===== config.mk =====
export PLATFORM = sky130hd
export DESIGN_NAME = cpac_reg
export DESIGN_NICKNAME = d
export VERILOG_FILES = /design/src/rtl/cpac_pkg.sv /design/src/rtl/cpac_store.sv /design/src/rtl/cpac_gate.sv /design/src/rtl/cpac_companion.sv /design/src/rtl/cpac_reg.sv
export SDC_FILE = /design/constraint.sdc
export NUM_CORES = 1
export LEC_CHECK = 0
export BUFFER_PORTS_ARGS = -buffer_cell sky130_fd_sc_hd__buf_4
export CORE_MARGIN = 2
export CORE_UTILIZATION = 29
export CTS_CLUSTER_SIZE = 10
export DETAILED_ROUTE_END_ITERATION = 10
export PLACE_DENSITY = 0.88
export SYNTH_ARGS = -nofsm -noshare
export SYNTH_HDL_FRONTEND = slang
export SYNTH_SLANG_ARGS = --single-unit

===== constraint.sdc =====
create_clock -name clk -period 1.44 [get_ports clk]
set_input_delay 0.288 -clock clk [delete_from_list [all_inputs] [get_ports clk]]
set_output_delay 0.288 -clock clk [all_outputs]
set_load 0.05 [all_outputs]

===== src/rtl/cpac_pkg.sv =====
package cpac_pkg;

   localparam int unsigned CPAC_W    = 32;
   localparam int unsigned POS_CP10  = 10;
   localparam int unsigned POS_CP11  = 11;
   localparam int unsigned POS_UPPER = 14;
   localparam int unsigned POS_SIMD  = 15;
   localparam int unsigned POS_PLE   = 16;
   localparam int unsigned POS_TLB   = 17;
   localparam int unsigned POS_AUX   = 18;

   typedef enum logic [2:0] {
      TGT_CTRL   = 3'd0,
      TGT_CP10   = 3'd1,
      TGT_CP11   = 3'd2,
      TGT_AUX    = 3'd3,
      TGT_PLE    = 3'd4,
      TGT_DEBUG  = 3'd5,
      TGT_SYSCTL = 3'd6,
      TGT_OTHER  = 3'd7
   } cpac_tgt_e;

   function automatic logic [CPAC_W-1:0] impl_mask(input bit has_ple);
      logic [CPAC_W-1:0] m;
      m = '0;
      m[POS_CP10]  = 1'b1;
      m[POS_CP11]  = 1'b1;
      m[POS_UPPER] = 1'b1;
      m[POS_SIMD]  = 1'b1;
      m[POS_PLE]   = has_ple;
      m[POS_TLB]   = 1'b1;
      m[POS_AUX]   = 1'b1;
      return m;
   endfunction

endpackage


===== src/rtl/cpac_store.sv =====
module cpac_store
   import cpac_pkg::*;
#(
   parameter int unsigned          W    = CPAC_W,
   parameter logic [CPAC_W-1:0]    MASK = '0
) (
   input  logic         clk,
   input  logic         rst,
   input  logic         wr_en,
   input  logic [W-1:0] wdata,
   output logic [W-1:0] q
);

   for (genvar i = 0; i < W; i++) begin : g_bit
      if (MASK[i]) begin : g_flop
         logic b_q;
         always_ff @(posedge clk) begin
            if (rst)        b_q <= 1'b0;
            else if (wr_en) b_q <= wdata[i];
         end
         assign q[i] = b_q;
      end else begin : g_tie
         assign q[i] = 1'b0;
      end
   end

endmodule


===== src/rtl/cpac_gate.sv =====
module cpac_gate
   import cpac_pkg::*;
(
   input  logic              valid,
   input  logic              write,
   input  logic              ns,
   input  logic              priv,
   input  cpac_tgt_e         tgt,
   input  logic [CPAC_W-1:0] cfg,
   output logic              trap,
   output logic              wr_en,
   output logic              rd_en
);

   logic deny;

   always_comb begin
      deny = 1'b0;
      unique case (tgt)
         TGT_CTRL:   deny = !priv;
         TGT_CP10:   deny = ns && !cfg[POS_CP10];
         TGT_CP11:   deny = ns && !cfg[POS_CP11];
         TGT_AUX:    deny = ns && write && !cfg[POS_AUX];
         TGT_PLE:    deny = ns && !cfg[POS_PLE];
         default:    deny = 1'b0;
      endcase
   end

   assign trap  = valid && deny;
   assign wr_en = valid && write && priv && !ns && (tgt == TGT_CTRL);
   assign rd_en = valid && !write && priv && (tgt == TGT_CTRL);

endmodule


===== src/rtl/cpac_companion.sv =====
module cpac_companion
   import cpac_pkg::*;
#(
   parameter int unsigned SMP_BIT = 6
) (
   input  logic [CPAC_W-1:0] cfg,
   output logic              cp10_ok,
   output logic              cp11_ok,
   output logic              ple_ok,
   output logic              tlb_en,
   output logic [CPAC_W-1:0] aux_wmask,
   output logic              simd_force,
   output logic              upper_force
);

   localparam logic [CPAC_W-1:0] SMP_ONEHOT = CPAC_W'(1) << SMP_BIT;

   assign cp10_ok     = cfg[POS_CP10];
   assign cp11_ok     = cfg[POS_CP11];
   assign ple_ok      = cfg[POS_PLE];
   assign tlb_en      = cfg[POS_TLB];
   assign aux_wmask   = cfg[POS_AUX] ? SMP_ONEHOT : '0;
   assign simd_force  = cfg[POS_SIMD];
   assign upper_force = cfg[POS_UPPER];

endmodule


===== src/rtl/cpac_reg.sv =====
module cpac_reg
   import cpac_pkg::*;
#(
   parameter int unsigned REG_W       = 32,
   parameter bit          HAS_PRELOAD = 1'b1,
   parameter int unsigned SMP_BIT     = 6
) (
   input  logic        clk,
   input  logic        rst,
   input  logic        acc_valid,
   input  logic        acc_write,
   input  logic        acc_ns,
   input  logic        acc_priv,
   input  logic [2:0]  acc_tgt,
   input  logic [31:0] acc_wdata,
   output logic [31:0] acc_rdata,
   output logic        undef_trap,
   output logic        cp10_ns_ok,
   output logic        cp11_ns_ok,
   output logic        ple_ns_ok,
   output logic        tlb_lock_ns_en,
   output logic [31:0] aux_ns_wmask,
   output logic        force_simd_dis,
   output logic        force_upper_dis
);

   localparam logic [CPAC_W-1:0] IMPL = impl_mask(HAS_PRELOAD);

   if (REG_W != CPAC_W) begin : g_bad_width
      $error("cpac_reg: REG_W must equal 32");
   end
   if (SMP_BIT >= REG_W) begin : g_bad_smp
      $error("cpac_reg: SMP_BIT out of range");
   end

   logic [CPAC_W-1:0] cfg_q;
   logic [CPAC_W-1:0] impl_w;
   logic              wr_en;
   logic              rd_en;
   cpac_tgt_e         tgt_e;

   assign impl_w = IMPL;
   assign tgt_e  = cpac_tgt_e'(acc_tgt);

   cpac_store #(.W(CPAC_W), .MASK(IMPL)) u_store (
      .clk   (clk),
      .rst   (rst),
      .wr_en (wr_en),
      .wdata (acc_wdata),
      .q     (cfg_q)
   );

   cpac_gate u_gate (
      .valid (acc_valid),
      .write (acc_write),
      .ns    (acc_ns),
      .priv  (acc_priv),
      .tgt   (tgt_e),
      .cfg   (cfg_q),
      .trap  (undef_trap),
      .wr_en (wr_en),
      .rd_en (rd_en)
   );

   cpac_companion #(.SMP_BIT(SMP_BIT)) u_comp (
      .cfg         (cfg_q),
      .cp10_ok     (cp10_ns_ok),
      .cp11_ok     (cp11_ns_ok),
      .ple_ok      (ple_ns_ok),
      .tlb_en      (tlb_lock_ns_en),
      .aux_wmask   (aux_ns_wmask),
      .simd_force  (force_simd_dis),
      .upper_force (force_upper_dis)
   );

   assign acc_rdata = rd_en ? (cfg_q & IMPL) : '0;

endmodule


Word-level counts from Yosys, hierarchy flattened
Index checks and enable logic that the tools add are counted.
W data, S select, Z words.

storage, ports and cells
  input bits = 41
  word-level logic and storage cells = 35
  flip-flop bits (word level) = 7

cells by class
  muxes and demuxes = 3
  reductions and logical operators = 21
  equal/unequal tests = 4

operator list
  operator              count
  $mux W19              1
  $logic_and A1 B1 Y1   13
  $logic_not A1 Y1      7
  $mux W7               1
  $eq A3 B2 Y1 const B  2
  $pmux W1 S5           1
  $eq A3 B1 Y1 const B  1
  $eq A3 B3 Y1 const B  1
  $logic_not A3 Y1      1

Depth between registers and ports, before layout
Gate-level depths: netlist (run 1).

  depth after elaboration = 5
  mapped depth = 3
  depth with buffers taken out = 3

Hierarchy
Synthesis (run 1) repeated with hierarchy kept, for this count alone.

second synthesis, totals
  cell total of the unflattened synthesis = 139
  area total of the unflattened synthesis = 1093.5 µm²

modules (own cells, without submodules)
  module          cells an instance  sequential area each (µm²)  area each (µm²)  times used
  cpac_store      55                 140.1                       491.7            1
  cpac_companion  39                 0.0                         289.0            1
  cpac_reg        33                 0.0                         235.2            1
  cpac_gate       12                 0.0                         77.6             1

Worst setup path before layout (run 1)
OpenSTA, ideal clock, no wires.

  path type = flip-flop to output port
  from = reg u_store.g_bit[16].g_flop.b_q
  to = out acc_rdata[16]
  arrival time = 2.305 ns
  cell stages (with the launch flop) = 3
  path slack = -1.153 ns
  cells stage by stage = dfxtp_1 -> inv_1 -> nor4_1

on the way
  cells in the longest elaborated chain, start to end = 1

ends and longest elaborated chain
  item                      line              text
  start: declaration        cpac_store.sv:16  logic b_q;
  start signal: assignment  cpac_store.sv:19  else if (wr_en) b_q <= wdata[i];
  $mux W19                  cpac_reg.sv:76    assign acc_rdata = rd_en ? (cfg_q & IMPL) : '0;
  end: declaration          cpac_reg.sv:16    output logic [31:0] acc_rdata,

No other way between the ends.

Worst setup path after layout (run 1)
  from = in acc_tgt[2]
  to = out acc_rdata[17]

on the way
  cells in the longest elaborated chain, start to end = 3

ends and longest elaborated chain
  item                 line             text
  start: declaration   cpac_reg.sv:14   input logic [2:0] acc_tgt,
  $logic_not A3 Y1     cpac_gate.sv:31  assign rd_en = valid && !write && priv && (tgt == TGT_CTRL);
  $logic_and A1 B1 Y1  cpac_gate.sv:31
  $mux W19             cpac_reg.sv:76

No other way between the ends.

==> results of run 1 <==
[worst register-to-register path, stage by stage (launching register included)]
cell,delay (ns)
dfxtp_2,0.31
buf_4,0.13
nand2b_1,0.06
mux2i_1,0.06
[synth_stat cells, types with 2 or more instances]
master and count:
and2_1 6, buf_4 57, dfxtp_1 7, inv_1 2
mux2i_1 7, nand2_1 2, nand2b_1 14, nor2_1 3
[stage by stage]
stage | power (mW) | cell area [µm²]
4_1_cts | 0.8025 | 1140
3_3_place_gp | 0.6180 | 1050
2_1_floorplan | 0.6787 | 1147
3_5_place_dp | 0.6200 | 1050
6_report | 0.8006 | 1151
5_1_grt | 0.8414 | 1151
[worst paths after layout]
kind	startpoint	end	slack, ns
min	acc_wdata[11]	u_store.g_bit[11].g_flop.b_q	0.30
min reg2reg	u_store.g_bit[11].g_flop.b_q	u_store.g_bit[11].g_flop.b_q	0.50
max reg2reg	u_store.g_bit[18].g_flop.b_q	u_store.g_bit[18].g_flop.b_q	0.77
max	acc_tgt[2]	acc_rdata[17]	-0.18
[cells by family after synthesis]
kind of cell	count (synthesis)	synth area share
other	1	0.004233
AO/OA/AOI/OAI	3	0.02261
flip-flops	7	0.1582
AND/OR/NAND/NOR	32	0.2401
multiplexers	7	0.07910
buffers and inverters	60	0.4958
[cell type report]
class | instances | area, µm²
Inverter | 2 | 7.507
Clock buffer | 4 | 26.28
Sequential cell | 7 | 147.6
Timing Repair Buffer | 39 | 356.6
Tap cell | 33 | 41.29
Multi-Input combinational cell | 98 | 571.8
Fill cell | 318 | 1827
[metal layers]
layer | routed length [µm] | vias up
met3 | 184 | 2
met4 | 14 | 0
li1 | - | 320
met2 | 799 | 50
met5 | 0 | -
met1 | 605 | 285
[where the power goes]
part	leakage [nW]	internal (mW)	switching, mW	total, mW
clock	0.0150	0.106	0.0714	0.177
combinational	0.506	0.0641	0.366	0.430
sequential	0.0587	0.193	0.000747	0.194
[repair_timing]
item	CTS	global route
endpoints found under the setup margin	8	8
setup buffers	0	1
hold buffers	0	0
pin swaps	4	0
gates resized for setup	19	1
==> results.json, run 1 <==
{
  "post_synth_main_area_contributors": "buf_4 (48%), dfxtp_1 (16%), nand2b_1 (9.9%)",
  "post-route-util": 0.3866,
  "largest_clock_skew_in_the_final_design_ns": 0,
  "critPathMaxStageDelay_ns": 0.38,
  "floorplan.io_pins": 112,
  "detail-route-antenna-nets": 0,
  "grt_setup_unrepaired": "yes",
  "syn_avg_cell_area_um2": 8.053,
  "yosysUniqueCellTypes": 20,
  "timing.hold.worst_path_depth": 3,
  "worstSetupEndpointType": "primary output",
  "routed_wl_um": 1603,
  "antenna-diode-count": 0,
  "cellPowerDensity_mw_per_mm2": 695.5,
  "status": "complete, but fails checks",
  "initial_core_util": 0.2975,
  "vias": 657,
  "global_route_wire_length_before_repair_um": 2553,
  "drt_wl_cell_um": 8.760,
  "antenna_found_initial": 0,
  "biggestRegsByFlops": "u_store.g_bit.g_flop.b_q (7)",
  "grt.busiest_layer": "met2",
  "async_reset_ff_frac": 0,
  "crit_path_frequent_cell": "buf_8",
  "post-route-drc-count": 0,
  "crit_arrival_ns": 1.33,
  "maximum_number_of_pins_on_one_net_before_global_route_repair": 15,
  "synth-edff-count": 0,
  "layout_min_cycle_time_ns": 1.622,
  "synth.cell_area_um2": 885.9,
  "vdd_drop_max_uv": 364.1,
  "cts_buffer_depth": 2,
  "number_of_failing_setup_endpoints_in_the_final_timing_report": 8,
  "timing.critical_path.cells": "buf_8 > or3_4 > nor3_2 > buf_4 > and2_4 > buf_8",
  "placementRows": 20,
  "largest_register_ff_count": 7,
  "reg2regPathDepth": 3,
  "globalRoute.totalOverflow": 0,
  "mostFrequentLayoutCell": "conb_1",
  "clock_tree_from_tritoncts": "done",
  "ys_ff_latch": 7,
  "maxClockFrequency_ghz": 0.6167,
  "finalHoldViolCount": 0,
  "layout_worst_path_cycle_share": 1.126,
  "synth.top_cell.area_share": 0.4831,
  "static-leakage-power_nw": 0.5794,
  "path_class": "in2out",
  "dpl_worst_slack_ns": -0.2577,
  "drt-initial-drc-count": 7,
  "critical_path.top_delay_family": "simple AND/OR/NAND/NOR gates",
  "clock_h_tree_levels": 1,
  "startpoint_type": "input port",
  "die_area_mm2": 0.003513,
  "groute.usage.overall": 0.09725,
  "slew_violations": 0,
  "clock-sinks": 7,
  "area_growth_pct": 29.94,
  "met1_usage": 0.1219,
  "globalplace.congestion": 0.6793,
  "final_net_count": 192,
  "ys_seq_area_frac": 0.1582,
  "final-instance-count-excl-fill": 183,
  "post-dp-hpwl_um": 1315,
  "predominant_post_synthesis_flop_cell": "dfxtp_1",
  "grt_use_met2": 0.1570,
  "cts-buffers-inserted": 3,
  "mostFrequentLayoutCells": "conb_1 (56), buf_4 (29), nand2b_1 (14)",
  "worst_path_depth": 6,
  "post_route_cells_drive_above_1_share": 0.3933,
  "cts.root.buffer_cell": "clkbuf_4",
  "minimum_setup_slack_in_the_final_design_ns": -0.1815,
  "syn-instance-count": 110,
  "crit_path_top_delay_cell": "or3_4",
  "clock_latency_at_the_later_pin_of_the_worst_skew_pair_ns": 0.24,
  "place.port_buffers": 30,
  "holdWs_ns": 0.2998,
  "core_mm2": 0.002978,
  "cp_num_buf_inv": 3,
  "largest_register": "u_store.g_bit.g_flop.b_q",
  "synth_area_leader_cell": "buf_4",
  "fin_tns_setup_ns": -1.285,
  "hold_class": "in2reg",
  "cp.required_ns": 1.15,
  "vias_in_the_first_global_route": 571,
  "critical_path_peak_fanout": 6,
  "dp_cells": 179,
  "gr-usage-met3": 0.01965,
  "synth.yosys.warnings": 0,
  "viasPerCell": 3.590,
  "first_pass_iters": 4,
  "dieHeight_um": 59.27,
  "violations": "negative setup slack",
  "floorplan.die.width_um": 59.27,
  "worst_setup_hold_path_clk_slew_ns": 0.06,
  "maxCapViolCount": 0
}
No activity file was read; power rests on OpenSTA's default activity.
==> run 2: changes to the inputs <==
- CORE_UTILIZATION: 29 -> 32
- SYNTH_HIERARCHICAL: default -> 1
==> results.json, run 2 <==
{
  "core_mm2": 0.002710,
  "violations": "negative setup slack",
  "post-route-drc-count": 0,
  "largest_clock_skew_in_the_final_design_ns": 0,
  "floorplan.io_pins": 112,
  "drt-initial-drc-count": 2,
  "biggestRegsByFlops": "u_store/g_bit.g_flop.b_q (7)",
  "globalRoute.totalOverflow": 0,
  "maximum_number_of_pins_on_one_net_before_global_route_repair": 8,
  "synth.yosys.warnings": 6,
  "clock-sinks": 7,
  "post_route_cells_drive_above_1_share": 0.4143,
  "finalPower_mw": 0.7789,
  "cts-buffers-inserted": 3,
  "dpl_worst_slack_ns": -0.1166,
  "largest_register_ff_count": 7,
  "critPathMaxStageDelay_ns": 0.32,
  "global_route_wire_length_before_repair_um": 2290,
  "slew_violations": 0,
  "timing.reg2reg.setup_slack_ns": 0.72,
  "clock_h_tree_levels": 1,
  "vias_in_the_first_global_route": 543,
  "cts.root.buffer_cell": "clkbuf_4",
  "initial_core_util": 0.3329,
  "post-route-util": 0.3892,
  "cellPowerDensity_mw_per_mm2": 738.5,
  "detail-route-antenna-nets": 0,
  "place.port_buffers": 30,
  "crit_arrival_ns": 1.18,
  "vdd_drop_max_uv": 312.4,
  "viasPerCell": 3.596,
  "mostFrequentLayoutCells": "conb_1 (56), buf_4 (30)",
  "dp_cells": 164,
  "hold_start": "rst",
  "antenna-diode-count": 0,
  "globalplace.congestion": 0.6885,
  "hold_class": "in2reg",
  "critical_path.top_delay_family": "flip-flops",
  "static-leakage-power_nw": 0.5618,
  "mostFrequentLayoutCell": "conb_1",
  "dieHeight_um": 57.10,
  "postLayoutCellArea_mm2": 0.001055,
  "detailed_place.area_um2": 893.4,
  "final-instance-count-excl-fill": 171,
  "hold_end": "u_store/g_bit[16].g_flop.b_q",
  "drt_wl_cell_um": 9.380,
  "minimum_setup_slack_in_the_final_design_ns": -0.02633,
  "finalHoldViolCount": 0,
  "synth.cell_area_um2": 902.1,
  "cts_hold_repair.buffers": 0,
  "startpoint_type": "flop",
  "floorplan.die.width_um": 57.10,
  "syn-instance-count": 113,
  "fin_tns_setup_ns": -0.02675,
  "groute.usage.overall": 0.09185,
  "number_of_failing_setup_endpoints_in_the_final_timing_report": 2,
  "reg_to_reg_critical_path_startpoint": "u_store/g_bit[16].g_flop.b_q",
  "cts_buffer_depth": 2,
  "final.fill_count": 285,
  "placementRows": 19,
  "status": "complete, but fails checks",
  "worst_setup_hold_path_clk_slew_ns": 0.05,
  "path_class": "reg2out",
  "syn_avg_cell_area_um2": 7.983,
  "cp_num_buf_inv": 1,
  "timing.critical_path.cells": "nand3b_1 > o21ai_0 > a32o_1 > buf_6",
  "reg2reg_to": "u_store/g_bit[16].g_flop.b_q",
  "maxClockFrequency_ghz": 0.6820,
  "clock_tree_from_tritoncts": "done",
  "area_growth_pct": 16.92,
  "post-dp-hpwl_um": 1227,
  "antenna_found_initial": 0,
  "holdWs_ns": 0.2465,
  "critical_path_peak_fanout": 2,
  "clock_latency_at_the_later_pin_of_the_worst_skew_pair_ns": 0.25,
  "layout_worst_path_cycle_share": 1.018,
  "vias": 615,
  "routed_wl_um": 1604,
  "maxCapViolCount": 0,
  "cp.required_ns": 1.15,
  "die_area_mm2": 0.003260,
  "worstSetupEndpointType": "primary output",
  "reg2regPathDepth": 3,
  "first_pass_iters": 2,
  "largest_register": "u_store/g_bit.g_flop.b_q",
  "timing.hold.worst_path_depth": 2,
  "crit_path_top_delay_cell": "dfxtp_2",
  "final_net_count": 182,
  "layout_min_cycle_time_ns": 1.466,
  "grt_setup_unrepaired": "yes"
}
run 2: how the worst max path moves through the flow:
stage / start / to / slack, ns / cells past startpoint
6_report: u_store/g_bit[16].g_flop.b_q / undef_trap / -0.03 / 4
5_1_grt: u_store/g_bit[11].g_flop.b_q / undef_trap / -0.07 / 4
4_1_cts: u_store/g_bit[11].g_flop.b_q / undef_trap / -0.02 / 4
3_5_place_dp: acc_tgt[2] / acc_rdata[17] / -0.12 / 7
3_3_place_gp: acc_tgt[2] / acc_rdata[15] / -0.13 / 7
2_1_floorplan: u_store/g_bit[16].g_flop.b_q / undef_trap / 0.04 / 4
run 2: layer usage:
metal	track usage	vias up	wire, µm
li1	-	283	-
met1	0.08194	283	431
met3	0.03401	2	211
met5	0	-	0
met2	0.1757	47	942
met4	0.04983	0	19
run 2: repair_timing:
item	4_1_cts	5_1_grt
gates resized for setup	34	2
buffers inserted	2	1
pin swaps	4	3
setup endpoints to repair	8	8
run 2: worst reg2reg max path: cells and delay by family (launching register included):
kind / cells / cell delay, ns
multiplexers: 1 / 0.12
buffers and inverters: 1 / 0.14
flip-flops: 1 / 0.32
AND/OR/NAND/NOR: 1 / 0.05
run 2: layout make-up:
cell class,instances,area (µm²),area share
clock buffer,4,26.28,0.02491
multi-input combinational,89,480.5,0.4555
sequential,7,145.1,0.1376
tap,31,38.79,0.03677
timing repair buffer,40,364.1,0.3452
run 2: power breakdown:
group	switching (mW)	total [mW]	internal [mW]
sequential	0.000658	0.195	0.195
combinational	0.357	0.407	0.0503
clock	0.0705	0.176	0.106
total	0.428	0.779	0.351
